[src/rtl/lf_pkg.sv]
package lf_pkg;
  typedef enum logic [1:0] {
    FILL_OK       = 2'b00,
    FILL_LATE_ERR = 2'b01,
    FILL_CRIT_ERR = 2'b10
  } fill_stat_e;
endpackage

[src/rtl/lf_order.sv]
module lf_order #(
  parameter int WIDX_W = 2
) (
  input  logic [WIDX_W-1:0] crit_i,
  input  logic [WIDX_W-1:0] beat_i,
  output logic [WIDX_W-1:0] cur_slot_o,
  output logic [WIDX_W-1:0] nxt_slot_o
);
  // wrap comes from truncation to WIDX_W bits
  assign cur_slot_o = crit_i + beat_i;
  assign nxt_slot_o = crit_i + beat_i + WIDX_W'(1);
endmodule

[src/rtl/lf_line_buf.sv]
module lf_line_buf #(
  parameter int WORDS  = 4,
  parameter int WORD_W = 32,
  parameter int WIDX_W = 2
) (
  input  logic                    clk,
  input  logic                    rst,
  input  logic                    wr_en,
  input  logic [WIDX_W-1:0]       slot,
  input  logic [WORD_W-1:0]       wdata,
  output logic [WORDS*WORD_W-1:0] line_o
);
  logic [WORDS-1:0] slot_we;

  for (genvar k = 0; k < WORDS; k++) begin : g_slot
    logic [WORD_W-1:0] word_q;
    assign slot_we[k] = wr_en && (slot == WIDX_W'(k));
    always_ff @(posedge clk) begin
      if (slot_we[k]) word_q <= wdata;
    end
    assign line_o[k*WORD_W +: WORD_W] = word_q;
  end

  AST_ONE_SLOT: assert property (@(posedge clk) disable iff (rst)
    $onehot0(slot_we));
endmodule

[src/rtl/lf_ctrl.sv]
module lf_ctrl
  import lf_pkg::*;
#(
  parameter int WORDS  = 4,
  parameter int WIDX_W = 2
) (
  input  logic              clk,
  input  logic              rst,
  input  logic              miss_valid,
  input  logic [WIDX_W-1:0] miss_widx,
  input  logic              bus_beat_valid,
  input  logic              bus_err,
  output logic              accept_o,
  output logic              beat_acc_o,
  output logic              first_beat_o,
  output logic              busy_o,
  output logic [WIDX_W-1:0] beat_o,
  output logic [WIDX_W-1:0] crit_o,
  output logic              hit_ok_o,
  output logic              fwd_valid_o,
  output logic              line_we_o,
  output logic              line_valid_o,
  output logic              done_o,
  output logic [1:0]        status_o
);
  localparam logic [WIDX_W-1:0] LAST_BEAT = WIDX_W'(WORDS - 1);

  logic              busy_q, hit_ok_q, fwd_q, we_q, done_q, lvalid_q;
  logic              err_crit_q, err_late_q;
  logic [WIDX_W-1:0] beat_q, crit_q;
  fill_stat_e        status_q;
  logic              accept, beat_acc, first_beat, last_beat;
  logic              any_crit, any_late;

  assign accept     = miss_valid && !busy_q;
  assign beat_acc   = bus_beat_valid && busy_q;
  assign first_beat = beat_acc && (beat_q == '0);
  assign last_beat  = beat_acc && (beat_q == LAST_BEAT);
  assign any_crit   = err_crit_q || (first_beat && bus_err);
  assign any_late   = err_late_q || (beat_acc && !first_beat && bus_err);

  always_ff @(posedge clk) begin
    if (rst) begin
      busy_q     <= 1'b0;
      beat_q     <= '0;
      crit_q     <= '0;
      hit_ok_q   <= 1'b1;
      fwd_q      <= 1'b0;
      we_q       <= 1'b0;
      done_q     <= 1'b0;
      lvalid_q   <= 1'b0;
      err_crit_q <= 1'b0;
      err_late_q <= 1'b0;
      status_q   <= FILL_OK;
    end else begin
      fwd_q  <= first_beat;
      we_q   <= last_beat;
      done_q <= last_beat;
      if (accept) begin
        busy_q     <= 1'b1;
        beat_q     <= '0;
        crit_q     <= miss_widx;
        hit_ok_q   <= 1'b0;
        err_crit_q <= 1'b0;
        err_late_q <= 1'b0;
      end
      if (beat_acc) begin
        beat_q <= beat_q + WIDX_W'(1);
        if (first_beat) hit_ok_q <= 1'b1;
        if (bus_err) begin
          if (first_beat) err_crit_q <= 1'b1;
          else            err_late_q <= 1'b1;
        end
      end
      if (last_beat) begin
        busy_q   <= 1'b0;
        lvalid_q <= !(any_crit || any_late);
        if (any_crit)      status_q <= FILL_CRIT_ERR;
        else if (any_late) status_q <= FILL_LATE_ERR;
        else               status_q <= FILL_OK;
      end
    end
  end

  assign accept_o     = accept;
  assign beat_acc_o   = beat_acc;
  assign first_beat_o = first_beat;
  assign busy_o       = busy_q;
  assign beat_o       = beat_q;
  assign crit_o       = crit_q;
  assign hit_ok_o     = hit_ok_q;
  assign fwd_valid_o  = fwd_q;
  assign line_we_o    = we_q;
  assign line_valid_o = lvalid_q;
  assign done_o       = done_q;
  assign status_o     = status_q;

  AST_HIT_WHEN_IDLE: assert property (@(posedge clk) disable iff (rst)
    !busy_q |-> hit_ok_q);
  AST_ACCEPT_BLOCKS_HITS: assert property (@(posedge clk) disable iff (rst)
    accept |=> busy_q && !hit_ok_q);
  AST_FWD_OPENS_HITS: assert property (@(posedge clk) disable iff (rst)
    fwd_q |-> hit_ok_q);
  AST_DONE_IDLE: assert property (@(posedge clk) disable iff (rst)
    done_q |-> !busy_q && we_q);
  AST_STATUS_CODE: assert property (@(posedge clk) disable iff (rst)
    done_q |-> status_q != 2'b11);
  AST_VALID_MATCH: assert property (@(posedge clk) disable iff (rst)
    done_q |-> (lvalid_q == (status_q == FILL_OK)));
  AST_STALL_HOLDS: assert property (@(posedge clk) disable iff (rst)
    busy_q && !bus_beat_valid |=> $stable(beat_q));
endmodule

[src/rtl/lf_burst_fill.sv]
module lf_burst_fill #(
  parameter int ADDR_W = 32,
  parameter int WORD_W = 32,
  parameter int WORDS  = 4
) (
  input  logic                    clk,
  input  logic                    rst,
  input  logic                    miss_valid,
  input  logic [ADDR_W-1:0]       miss_addr,
  output logic                    busy,
  output logic [ADDR_W-1:0]       bus_addr,
  input  logic                    bus_beat_valid,
  input  logic [WORD_W-1:0]       bus_data,
  input  logic                    bus_err,
  output logic                    fwd_valid,
  output logic [WORD_W-1:0]       fwd_data,
  output logic                    hit_ok,
  output logic                    line_we,
  output logic [ADDR_W-1:0]       line_addr,
  output logic [WORDS*WORD_W-1:0] line_data,
  output logic                    line_valid,
  output logic                    done,
  output logic [1:0]              done_status
);
  localparam int BYTE_OFF = $clog2(WORD_W / 8);
  localparam int WIDX_W   = $clog2(WORDS);
  localparam int LINE_LSB = BYTE_OFF + WIDX_W;
  localparam int TAG_W    = ADDR_W - LINE_LSB;

  logic              accept, beat_acc, first_beat;
  logic [WIDX_W-1:0] beat, crit, cur_slot, nxt_slot;
  logic [TAG_W-1:0]  line_tag_q;
  logic [ADDR_W-1:0] bus_addr_q;
  logic [WORD_W-1:0] fwd_data_q;

  lf_ctrl #(.WORDS(WORDS), .WIDX_W(WIDX_W)) u_ctrl (
    .clk           (clk),
    .rst           (rst),
    .miss_valid    (miss_valid),
    .miss_widx     (miss_addr[LINE_LSB-1:BYTE_OFF]),
    .bus_beat_valid(bus_beat_valid),
    .bus_err       (bus_err),
    .accept_o      (accept),
    .beat_acc_o    (beat_acc),
    .first_beat_o  (first_beat),
    .busy_o        (busy),
    .beat_o        (beat),
    .crit_o        (crit),
    .hit_ok_o      (hit_ok),
    .fwd_valid_o   (fwd_valid),
    .line_we_o     (line_we),
    .line_valid_o  (line_valid),
    .done_o        (done),
    .status_o      (done_status)
  );

  lf_order #(.WIDX_W(WIDX_W)) u_order (
    .crit_i    (crit),
    .beat_i    (beat),
    .cur_slot_o(cur_slot),
    .nxt_slot_o(nxt_slot)
  );

  lf_line_buf #(.WORDS(WORDS), .WORD_W(WORD_W), .WIDX_W(WIDX_W)) u_buf (
    .clk   (clk),
    .rst   (rst),
    .wr_en (beat_acc),
    .slot  (cur_slot),
    .wdata (bus_data),
    .line_o(line_data)
  );

  always_ff @(posedge clk) begin
    if (rst) begin
      line_tag_q <= '0;
      bus_addr_q <= '0;
      fwd_data_q <= '0;
    end else if (accept) begin
      line_tag_q <= miss_addr[ADDR_W-1:LINE_LSB];
      bus_addr_q <= {miss_addr[ADDR_W-1:LINE_LSB], miss_addr[LINE_LSB-1:BYTE_OFF],
                     {BYTE_OFF{1'b0}}};
    end else if (beat_acc) begin
      bus_addr_q <= {line_tag_q, nxt_slot, {BYTE_OFF{1'b0}}};
      if (first_beat) fwd_data_q <= bus_data;
    end
  end

  assign bus_addr  = bus_addr_q;
  assign fwd_data  = fwd_data_q;
  assign line_addr = {line_tag_q, {LINE_LSB{1'b0}}};

  AST_ADDR_IN_LINE: assert property (@(posedge clk) disable iff (rst)
    busy |-> bus_addr[ADDR_W-1:LINE_LSB] == line_addr[ADDR_W-1:LINE_LSB]);
  AST_ADDR_STALL: assert property (@(posedge clk) disable iff (rst)
    busy && !bus_beat_valid && !done |=> $stable(bus_addr));
endmodule

[config.mk]
export PLATFORM = sky130hd
export DESIGN_NAME = lf_burst_fill
export DESIGN_NICKNAME = d
export VERILOG_FILES = /design/src/rtl/lf_pkg.sv /design/src/rtl/lf_order.sv /design/src/rtl/lf_line_buf.sv /design/src/rtl/lf_ctrl.sv /design/src/rtl/lf_burst_fill.sv
export SDC_FILE = /design/constraint.sdc
export NUM_CORES = 1
export LEC_CHECK = 0
export CAP_MARGIN = 20
export CORE_MARGIN = 4
export CORE_UTILIZATION = 43
export DETAILED_ROUTE_END_ITERATION = 8
export PLACE_DENSITY = 0.79
export SETUP_SLACK_MARGIN = 0.4
export SYNTH_ARGS = -nofsm -noshare
export SYNTH_HDL_FRONTEND = slang
export SYNTH_SLANG_ARGS = --single-unit
export TNS_END_PERCENT = 50
[constraint.sdc]
create_clock -name clk -period 5.3 [get_ports clk]
set_input_delay 0.53 -clock clk [delete_from_list [all_inputs] [get_ports clk]]
set_output_delay 0.53 -clock clk [all_outputs]
set_load 0.1 [all_outputs]
=== After elaboration in Yosys (flattened, before gate mapping) ===
Index checks and enable logic that the tools add are counted.

* Flip-flop bits (word level): 231
* Input port bits: 69
* Word-level logic and storage cells: 64
* Output and inout port bits: 232

* Reductions and logical operators: 22
* Add/sub/neg operators: 3
* Bitwise operators: 1
* Equal/unequal tests: 4
* Mux-type cells: 17

{| class="wikitable"
|+ Operator list
! cell !! number
|-
| 32-bit two-way mux || 2
|-
| 1-bit two-way mux || 12
|-
| 1-bit logical AND || 11
|-
| 2-bit == test, second input constant || 3
|-
| 2-bit two-way mux || 3
|-
| 2-bit by 1-bit adder with 2-bit output, second input constant || 2
|-
| 2-bit zero test || 2
|-
| 1-bit zero test || 3
|-
| 1-bit logical OR || 3
|-
| 3-bit AND reduction || 1
|-
| 2-bit adder || 1
|-
| 2-bit by 1-bit == test with 1-bit output, second input constant || 1
|-
| 2-bit nonzero test || 1
|-
| 2-bit OR reduction || 1
|-
| 1-bit inverter || 1
|}

=== Longest topological paths before layout ===
Gate-level depths: netlist (run 1).

* Depth after elaboration: 8
* Gate-level depth with buffers: 7

=== Cells and area by module ===
A second synthesis (run 1) with hierarchy kept.

* Cells, all modules: 569
* Area, all modules: 8333.0 um2

{| class="wikitable"
|+ By module, submodules not included
! module !! times used !! seq. area each (um2) !! area each (um2) !! cells an instance
|-
| lf_burst_fill || 1 || 1801.7 || 3883.7 || 372
|-
| lf_line_buf || 1 || 3843.7 || 3881.2 || 132
|-
| lf_ctrl || 1 || 260.2 || 509.2 || 59
|-
| lf_order || 1 || 0.0 || 58.8 || 6
|}

=== Least setup slack after synthesis (run 1) ===
No wires, ideal clock.

* Path type: register to register
* From: register u_ctrl.busy_q, in the netlist u_ctrl.busy_o
* To: register u_buf.g_slot[0].word_q[0] (enable)
* Path buffers: 2
* Library setup time: 468 ps
* Cell stages (with the launch flop): 5
* Slack: 777 ps
* Arrival time: 4056 ps
* Clock period less this slack: 4523 ps
* Data required time: 4832 ps
* Cell sequence: dfxtp_1 > buf_2 > nand2_1 > clkbuf_1 > nor3b_1

* Longest elaborated chain between the ends: 2

{| class="wikitable"
|+ RTL lines
! element !! line !! RTL
|-
| from (decl) || lf_ctrl.sv:28 || <nowiki>logic busy_q, hit_ok_q, fwd_q, we_q, done_q, lvalid_q;</nowiki>
|-
| from (signal assigned) || lf_ctrl.sv:44 || <nowiki>busy_q <= 1'b0;</nowiki>
|-
| from (signal assigned) || lf_ctrl.sv:60 || <nowiki>busy_q <= 1'b1;</nowiki>
|-
| from (signal assigned) || lf_ctrl.sv:76 || <nowiki>busy_q <= 1'b0;</nowiki>
|-
| 1-bit logical AND || lf_ctrl.sv:36 || <nowiki>assign beat_acc = bus_beat_valid && busy_q;</nowiki>
|-
| 1-bit logical AND || lf_line_buf.sv:17 || <nowiki>assign slot_we[k] = wr_en && (slot == WIDX_W'(k));</nowiki>
|-
| named net u_buf.slot_we[0] || lf_line_buf.sv:13 || <nowiki>logic [WORDS-1:0] slot_we;</nowiki>
|-
| to (signal assigned) || lf_line_buf.sv:19 || <nowiki>if (slot_we[k]) word_q <= wdata;</nowiki>
|-
| to (decl) || lf_line_buf.sv:16 || <nowiki>logic [WORD_W-1:0] word_q;</nowiki>
|}

The timed path passes the listed nets, and every way through them passes these cells.
A chain may end at the register's enable or synchronous reset.

=== Final worst setup path (run 1) ===
* From: register u_ctrl.busy_q, in the netlist u_ctrl.busy_o
* To: output port busy

{| class="wikitable"
|+ RTL lines
! element !! line !! RTL
|-
| to (decl) || lf_burst_fill.sv:10 || <nowiki>output logic busy,</nowiki>
|}

No word-level cell between the ends.

==> results of run 1 <==
layout by cell type (no fill, tap or decap), drive strengths merged:
cell           instances
a211oi                 2
or4                    1
nor2                  35
a2111oi                1
and3                   3
or2                    1
nor3b                  3
nand2                130
clkinvlp               1
nand3                  4
and2                   1
a31oi                  1
buf                   11
inv                    3
edfxtp               128
ha                     3
o22ai                 28
mux2                   2
bufinv                 3
a211o                  1
dfxtp                103
xor2                   1
nand2b                 4
nor3                  30
clkinv                 7
nor2b                  2
clkbuf                32
clkdlybuf4s50        291
conb                   6
a22oi                  1
xnor3                  1
a21oi                 67
through the flow:
stage | std cells | hold slack [ps] | cell area, sq um
floorplan | 604 | 440.0 | 7687
global placement | 1086 | 441.2 | 10770
detailed placement | 1086 | 446.9 | 10770
CTS | 1130 | 455.2 | 11590
global route | 1132 | 471.0 | 11640
finish | 1132 | 452.7 | 11640
how the worst max path moves through the flow:
stage | cells after the start | slack, ps | startpoint | to
detailed placement | 4 | 2460 | bus_beat_valid | u_buf.g_slot[2].word_q[0]
global placement | 4 | 2500 | bus_beat_valid | u_buf.g_slot[2].word_q[9]
floorplan | 4 | 780 | u_ctrl.busy_o | u_buf.g_slot[0].word_q[0]
finish | 1 | 2480 | u_ctrl.busy_o | busy
global route | 1 | 2410 | u_ctrl.busy_o | busy
CTS | 1 | 2460 | u_ctrl.busy_o | busy
registers in the layout (all words and copies together) (netlist names):
signal	count
line_tag_q	28
u_buf.g_slot.word_q	128
u_ctrl.crit_o	2
u_ctrl.err_late_q	1
u_ctrl.line_we_o	1
fwd_data	32
u_ctrl.busy_o	1
u_ctrl.line_valid_o	1
u_ctrl.err_crit_q	1
u_ctrl.status_o	2
u_ctrl.fwd_valid_o	1
u_ctrl.beat_o	2
u_ctrl.hit_ok_o	1
bus_addr	30
cell type report:
class	count	area [sq um]	area share (%)
Timing Repair Buffer	302	3035	26.07
Multi-Input combinational cell	328	1590	13.66
Sequential cell	231	5906	50.73
Inverter	2	7.507	0.06448
Tap cell	225	281.5	2.418
Clock inverter	12	140.1	1.204
Clock buffer	32	681.9	5.857
power groups by stage:
stage / registers, uW / clock network, uW / logic (uW)
after detailed placement: 2030 / 0 / 800
after global placement: 2020 / 0 / 794
after global routing: 2000 / 1820 / 831
after floorplan: 2460 / 0 / 140
final: 1990 / 1700 / 801
after CTS: 1990 / 1740 / 803
logic make-up after synthesis:
kind of cell               synth area share, %
and+or+nand+nor                          11.60
DFF                                      77.01
buffers and inverters                    2.790
AOI/OAI and AO/OA                        7.342
xor gates and xnor gates                0.4242
other                                  0.04890
muxes                                   0.2937
adders and majority gates               0.4895
worst register-to-register path: stages (launching register included):
cell,delay (ps)
dfxtp_1,340
ha_1,210
xnor3_2,310
and3_2,810
layer usage:
metal	GRT usage [%]	part of all wire [%]	up-vias
li1	-	-	2677
met1	23.45	37	2695
met2	35.50	51	276
met3	5.999	10	30
met4	4.697	1.7	0
met5	0	0	-
==> qor.csv, run 1 <==
metric,value,unit
status,"finished, final reports clean",
drt_drc_violations_left,0,
synth-warning-count,0,
hp-class,register to register,
avgSynthCellArea,12.80,sq um
netlist_top_cells_area,"edfxtp_1 (50%), dfxtp_1 (27%), nand2_1 (6.4%)",
final.setup.worst_slack,2484,ps
globalRouteTotalUtil,19.84,%
async_flop_share,0,%
numPortBuffers,292,
slew_violations,0,
clk_pin_slew,60,ps
synth_edf_count,128,
dr.pass1.iters,4,
final_core_util,66.85,%
slowest_stage,clkdlybuf4s50_1,
fp.dieH,141.5,microns
fin_crit_sh,53.12,%
pwr-share-seq,44.3,%
vdd_drop_max,0.0002662,V
num_vias,5678,
synth_area,7669,sq um
cp-end-kind,output pin,
insertion_delay,500,ps
tightestPinTransition,1078,ps
cts_sinks,231,
start_util,44.03,%
drtAntennaViolNets,0,
avgRoutedWirePerCell,18.61,microns
htreeDepth,1,
slowest_delay,1240,ps
num_io_pins,301,
grt_start_max_net_pins,104,
dieWidth,141.5,microns
ys_seq_area_share,77.01,%
p_clk_share,37.9,%
critPathKind,register to output pin,
hold_start,fwd_data[3],
drt-total-wl,21070,microns
cts_hold_buf,0,
hold_end,fwd_data[3],
maxCapViolCount,0,
reg2reg_setup_slack,3200,ps
syn_inst,599,
worstReg2RegEnd,u_buf.g_slot[1].word_q[0],
hpwl,14090,microns
first_iter_violations,300,
hold_depth,2,
synth_most_common_cell,nand2_1,
ys_types,31,
yosys-top-cells-count,"nand2_1 (130), edfxtp_1 (128), dfxtp_1 (103), a21oi_1 (67), nor2_1 (35)",
avgViaCountPerCell,5.016,
cts_buffers,24,
rr_worst_depth,3,
slew-limit-headroom,27.88,%
clk_path_buf_depth,3,
rows,48,
power.share.switching,28.88,%
path_max_fanout,13,
reg2reg_from,u_ctrl.beat_o[0],
internal_power,3196,uW
worst-endpoint-required,4770,ps
antenna_found_initial,0,
worst_setup_path_start_kind,register,
nets,961,
pwr-share-comb,17.8,%
cp_num_buf_inv,1,
dp_slack,2464,ps
period_minus_slack,2816,ps
clock-root-buffer,clkbuf_16,
switchingPower,1297,uW
ys.flop_type,edfxtp_1,
p_total,4493,uW
n_antenna_cell,0,
gr-total-overflow,0,
setup_viol,0,
rsz0062_at_grt,no,
p_leak,0.004068,uW
yosysTopAreaCell,edfxtp_1,
cts_tree,done,
gp_congestion,0.7564,
skew,15.62,ps
grt_first_pass_wirelength,31510,microns
clock.fmax,355.2,MHz
crit_arrival,2290,ps
crit_chain,clkdlybuf4s50_1,
coreArea,17420,sq um
finalSetupTns,0,ps
post_cts_buffers,0,
path_delay_family,buffers and inverters,
grt_pass1_vias,5513,
die_area,20040,sq um
drive_gt1_share,6.725,%
area_growth_syn_to_layout,51.82,%
power_per_cell_area,385.9,nW/um^2
synth_top_area_share,50.12,%
cts_resized,0,
hold_viol,0,
ys_ff_latch,231,
nFillCells,1272,
No activity file was read; power rests on OpenSTA's default activity.
==> run 2, diff against run 1 <==
==> constraint.sdc (replaced) <==
create_clock -name clk -period 2.6 [get_ports clk]
set_input_delay 0.26 -clock clk [delete_from_list [all_inputs] [get_ports clk]]
set_output_delay 0.26 -clock clk [all_outputs]
set_load 0.1 [all_outputs]
==> qor.csv, run 2 (synthesized netlist as in run 1, its figures left out) <==
metric,value,unit,change
finalSetupTns,0,ps,unchanged
grt_first_pass_wirelength,30890,microns,was 31510 microns
slowest_stage,xnor3_2,,was clkdlybuf4s50_1
worst-endpoint-required,2750,ps,was 4770 ps
slowest_delay,530,ps,was 1240 ps
status,"finished, final reports clean",,unchanged
grt_use_met1,23.21,%,was 23.45%
cts_hold_buf,0,,unchanged
avgRoutedWirePerCell,18.01,microns,was 18.61 microns
power_per_cell_area,806.5,nW/um^2,was 385.9 nW/um^2
hold_viol,0,,unchanged
rsz0062_at_grt,no,,unchanged
cts_sinks,231,,unchanged
clk_pin_slew,60,ps,about the same
p_total,8974,uW,was 4493 uW
fin_crit_sh,72.79,%,
nets,967,,was 961
post_cts_buffers,0,,unchanged
path_delay_family,XOR/XNOR gates,,was buffers and inverters
hold_ws,267.1,ps,was 452.7 ps
clock.fmax,528.4,MHz,
num_vias,5715,,was 5678
setup_viol,0,,unchanged
cts_resized,0,,unchanged
gp_congestion,0.7289,,was 0.7564
insertion_delay,500,ps,about the same
maxCapViolCount,0,,unchanged
drt-total-wl,20510,microns,was 21070 microns
final_common_cell,buf_4,,was clkdlybuf4s50_1
rows,48,,unchanged
period_minus_slack,1893,ps,
numPortBuffers,292,,unchanged
grt_start_max_net_pins,55,,was 104
tightestPinTransition,586.6,ps,was 1078 ps
start_util,44.03,%,unchanged
globalRouteTotalUtil,19.43,%,was 19.84%
first_iter_violations,243,,was 300
area_growth_syn_to_layout,45.10,%,was 51.82%
top_register,u_buf.g_slot.word_q,,unchanged
clk_path_buf_depth,3,,unchanged
mostFrequentLayoutCells,"buf_4 (238), nand2_1 (129), edfxtp_1 (128), dfxtp_1 (102), a21oi_1 (67)",,"was clkdlybuf4s50_1 (291), nand2_1 (130), edfxtp_1 (128), dfxtp_1 (103), a21oi_1 (67)"
slew-limit-headroom,60.89,%,was 27.88%
htreeDepth,1,,unchanged
cp-end-kind,register,,was output pin
p_leak,0.004378,uW,was 0.004068 uW
slew_violations,0,,unchanged
cp_num_buf_inv,1,,unchanged
drive_gt1_share,32.09,%,was 6.725%
crit_arrival,2040,ps,was 2290 ps
path_max_fanout,25,,was 13
nFillCells,1332,,was 1272
gr-usage-met2,34.07,%,was 35.50%
grt_pass1_vias,5492,,was 5513
avgViaCountPerCell,5.018,,was 5.016
die_area,20040,sq um,unchanged
hp-class,primary input to register,,was register to register
crit_chain,xnor3_2 > nor3b_4 > buf_4,,was clkdlybuf4s50_1
vdd_drop_max,0.0005812,V,was 0.0002662 V
num_io_pins,301,,unchanged
drt_drc_violations_left,0,,unchanged
coreArea,17420,sq um,unchanged
gr-total-overflow,0,,unchanged
hpwl,14110,microns,was 14090 microns
largest_reg_flops,128,,unchanged
critPathKind,register to register,,was register to output pin
cts_buffers,24,,unchanged
drtAntennaViolNets,0,,unchanged
cts_tree,done,,unchanged
top_usage_layer,met2,,unchanged
dieWidth,141.5,microns,unchanged
dr.pass1.iters,6,,was 4
worst_setup_path_start_kind,register,,unchanged
final_core_util,63.89,%,was 66.85%
clock-root-buffer,clkbuf_16,,unchanged
fp.dieH,141.5,microns,unchanged
grt_util_met3,6.100,%,was 5.999%
skew,11.61,ps,was 15.62 ps
antenna_found_initial,1,,was 0
run 2: final cells by class:
cell class                 count  area [sq um]  area share, %
antenna                        1         2.502        0.02249
clock buffer                  30         654.4          5.881
clock inverter                14         123.9          1.113
timing repair buffer         308          2537          22.80
multi-input combinational    328          1610          14.47
inverter                       2         7.507        0.06747
sequential                   231          5909          53.11
tap                          225         281.5          2.530
run 2: per-layer routing:
layer | wire length, microns | vias up
li1 | - | 2699
met1 | 7680 | 2720
met2 | 10320 | 271
met3 | 2132 | 25
met4 | 376 | 0
met5 | 0 | -
run 2: metrics by stage:
stage | instances | cell area, sq um | setup slack, ps
after global routing | 1139 | 11130 | 616.2
final | 1139 | 11130 | 707.4
after global placement | 1094 | 10350 | 616.5
after floorplan | 604 | 7745 | 369.7
after detailed placement | 1094 | 10350 | 613.4
after CTS | 1138 | 11120 | 694.8
run 2: path summary, 6_finish.rpt:
| kind | startpoint | endpoint | slack, ps | depth (start not counted) |
|---|---|---|---|---|
| setup / recovery | u_ctrl.beat_o[1] | u_buf.g_slot[3].word_q[28] | 710 | 3 |
| hold / removal | rst | line_tag_q[14] | 270 | 2 |
| setup reg to reg | u_ctrl.beat_o[1] | u_buf.g_slot[3].word_q[28] | 710 | 3 |
| hold reg to reg | fwd_data[14] | fwd_data[14] | 450 | 2 |
run 2: where the power goes:
group	total, uW	switching, uW	internal, uW
sequential	4060	70.7	3990
combinational	1600	1250	353
clock	3310	1330	1980
total	8970	2650	6330
==> run 3, diff against run 2 <==
==> constraint.sdc (replaced) <==
create_clock -name clk -period 1.75 [get_ports clk]
set_input_delay 0.175 -clock clk [delete_from_list [all_inputs] [get_ports clk]]
set_output_delay 0.175 -clock clk [all_outputs]
set_load 0.1 [all_outputs]
==> qor.csv, run 3 (synthesized netlist as in run 1, its figures left out) <==
metric,value,unit,change
fp.dieH,141.5,microns,unchanged
gr-total-overflow,0,,unchanged
cp-end-kind,register,,unchanged
final_common_cell,buf_4,,unchanged
htreeDepth,1,,unchanged
area_growth_syn_to_layout,48.98,%,was 45.10%
clk_path_buf_depth,3,,unchanged
post-place-cells,1106,,was 1094
path_max_fanout,8,,was 25
num_io_pins,301,,unchanged
skew,8.999,ps,was 11.61 ps
hold_viol,0,,unchanged
cts_buffers,23,,was 24
status,"finished, final reports clean",,unchanged
gp_congestion,0.7634,,was 0.7289
final.setup.worst_slack,103.7,ps,was 707.4 ps
slowest_stage,xnor3_2,,unchanged
drt-total-wl,21540,microns,was 20510 microns
maxCapViolCount,0,,unchanged
antenna_found_initial,0,,was 1
slew_violations,0,,unchanged
power.share.switching,30.18,%,was 29.52%
largest_reg_flops,128,,unchanged
crit_arrival,1850,ps,was 2040 ps
nFillCells,1322,,was 1332
reg2reg_setup_slack,100,ps,was 710 ps
p_total,12800,uW,was 8974 uW
worst-endpoint-required,1950,ps,was 2750 ps
coreArea,17420,sq um,unchanged
register_area,5913,sq um,was 5909 sq um
final_core_util,65.60,%,was 63.89%
globalRouteTotalUtil,19.79,%,was 19.43%
dp_slack,11.91,ps,was 613.4 ps
period_minus_slack,1646,ps,was 1893 ps
stdcell_count,1157,,was 1139
drtAntennaViolNets,0,,unchanged
grt_start_max_net_pins,64,,was 55
rsz0062_at_grt,yes,,was no
crit_chain,xnor3_2 > nor3b_4 > buf_6 > buf_16,,was xnor3_2 > nor3b_4 > buf_4
fin_crit_sh,94.07,%,was 72.79%
n_antenna_cell,0,,was 1
top_register,u_buf.g_slot.word_q,,unchanged
hp-class,primary input to register,,unchanged
clk_pin_slew,60,ps,about the same
power_per_cell_area,1120,nW/um^2,was 806.5 nW/um^2
avgViaCountPerCell,4.963,,was 5.018
pwr-share-seq,47.2,%,was 45.2%
cts_tree,done,,unchanged
die_area,20040,sq um,unchanged
numPortBuffers,292,,unchanged
nets,988,,was 967
vdd_drop_max,0.0008650,V,was 0.0005812 V
clock-root-buffer,clkbuf_16,,unchanged
path_delay_family,XOR/XNOR gates,,unchanged
mostFrequentLayoutCells,"buf_4 (241), nand2_1 (129), edfxtp_1 (128), dfxtp_1 (99), a21oi_1 (67)",,"was buf_4 (238), nand2_1 (129), edfxtp_1 (128), dfxtp_1 (102), a21oi_1 (67)"
avgRoutedWirePerCell,18.62,microns,was 18.01 microns
grt_first_pass_wirelength,31050,microns,was 30890 microns
dr.pass1.iters,4,,was 6
start_util,44.03,%,unchanged
pwr-share-comb,19.3,%,was 17.8%
drt_drc_violations_left,0,,unchanged
cp_num_buf_inv,2,,was 1
rows,48,,unchanged
setup_viol,0,,unchanged
clock.fmax,607.4,MHz,was 528.4 MHz
p_leak,0.004498,uW,was 0.004378 uW
switchingPower,3862,uW,was 2649 uW
internal_power,8936,uW,was 6325 uW
worst_setup_path_start_kind,register,,unchanged
cts_sinks,231,,unchanged
first_iter_violations,253,,was 243
multiInputGateArea,1632,sq um,was 1610 sq um
hold_ws,109.0,ps,was 267.1 ps
critPathKind,register to register,,unchanged
dieWidth,141.5,microns,unchanged
p_clk_share,33.6,%,was 36.9%
insertion_delay,480,ps,was 500 ps
slowest_delay,470,ps,was 530 ps
hpwl,14440,microns,was 14110 microns
grt_pass1_vias,5468,,was 5492
num_vias,5742,,was 5715
drive_gt1_share,33.26,%,was 32.09%
[run 3: area by class of cell]
| type | instances | share of cell area (%) |
|---|---|---|
| Clock buffer | 32 | 5.333 |
| Clock inverter | 9 | 0.3395 |
| Inverter | 2 | 0.06571 |
| Multi-Input combinational cell | 328 | 14.28 |
| Sequential cell | 231 | 51.76 |
| Tap cell | 225 | 2.464 |
| Timing Repair Buffer | 330 | 25.76 |
[run 3: stage by stage]
step | TNS (ps) | cell area [sq um]
global route | 0 | 11420
detailed placement | 0 | 10560
finish | 0 | 11420
global placement | 0 | 10560
floorplan | -35810 | 7749
CTS | 0 | 11330
[run 3: path summary, 6_finish.rpt]
kind | to | depth (start not counted) | start
max | u_buf.g_slot[3].word_q[19] | 4 | u_ctrl.beat_o[1]
min | u_ctrl.err_crit_q | 2 | rst
min reg2reg | u_ctrl.line_valid_o | 2 | u_ctrl.line_valid_o
max reg2reg | u_buf.g_slot[3].word_q[19] | 4 | u_ctrl.beat_o[1]
[run 3: repair_timing]
item / 4_1_cts / 5_1_grt
setup endpoints to repair: 170 / 238
cloned: 3 / 3
pin swaps: 0 / 1
gates resized for setup: 9 / 3
hold buffers: 0 / 0
endpoints found under the hold margin: 0 / 0
buffers inserted: 4 / 0
[run 3: power groups by stage]
stage	clock, uW	combinational [uW]	sequential [uW]
after floorplan	0	439	7460
after global placement	0	2410	6140
after detailed placement	0	2430	6150
after CTS	4380	2460	6030
after global routing	4620	2550	6050
final	4300	2460	6040
[run 3: worst reg2reg max path: cells and delay by family (launching register included)]
| family | cells | cell delay (ps) |
|---|---|---|
| buffers and inverters | 2 | 320 |
| and+or+nand+nor | 1 | 240 |
| xor gates and xnor gates | 1 | 470 |
| DFF | 1 | 330 |
[run 3: routing by layer]
metal | up-vias | track usage (%) | routed length [microns]
li1 | 2737 | - | -
met1 | 2708 | 23.39 | 8281
met2 | 262 | 35.57 | 10800
met3 | 35 | 5.460 | 2022
met4 | 0 | 5.202 | 440
met5 | - | 0 | 0
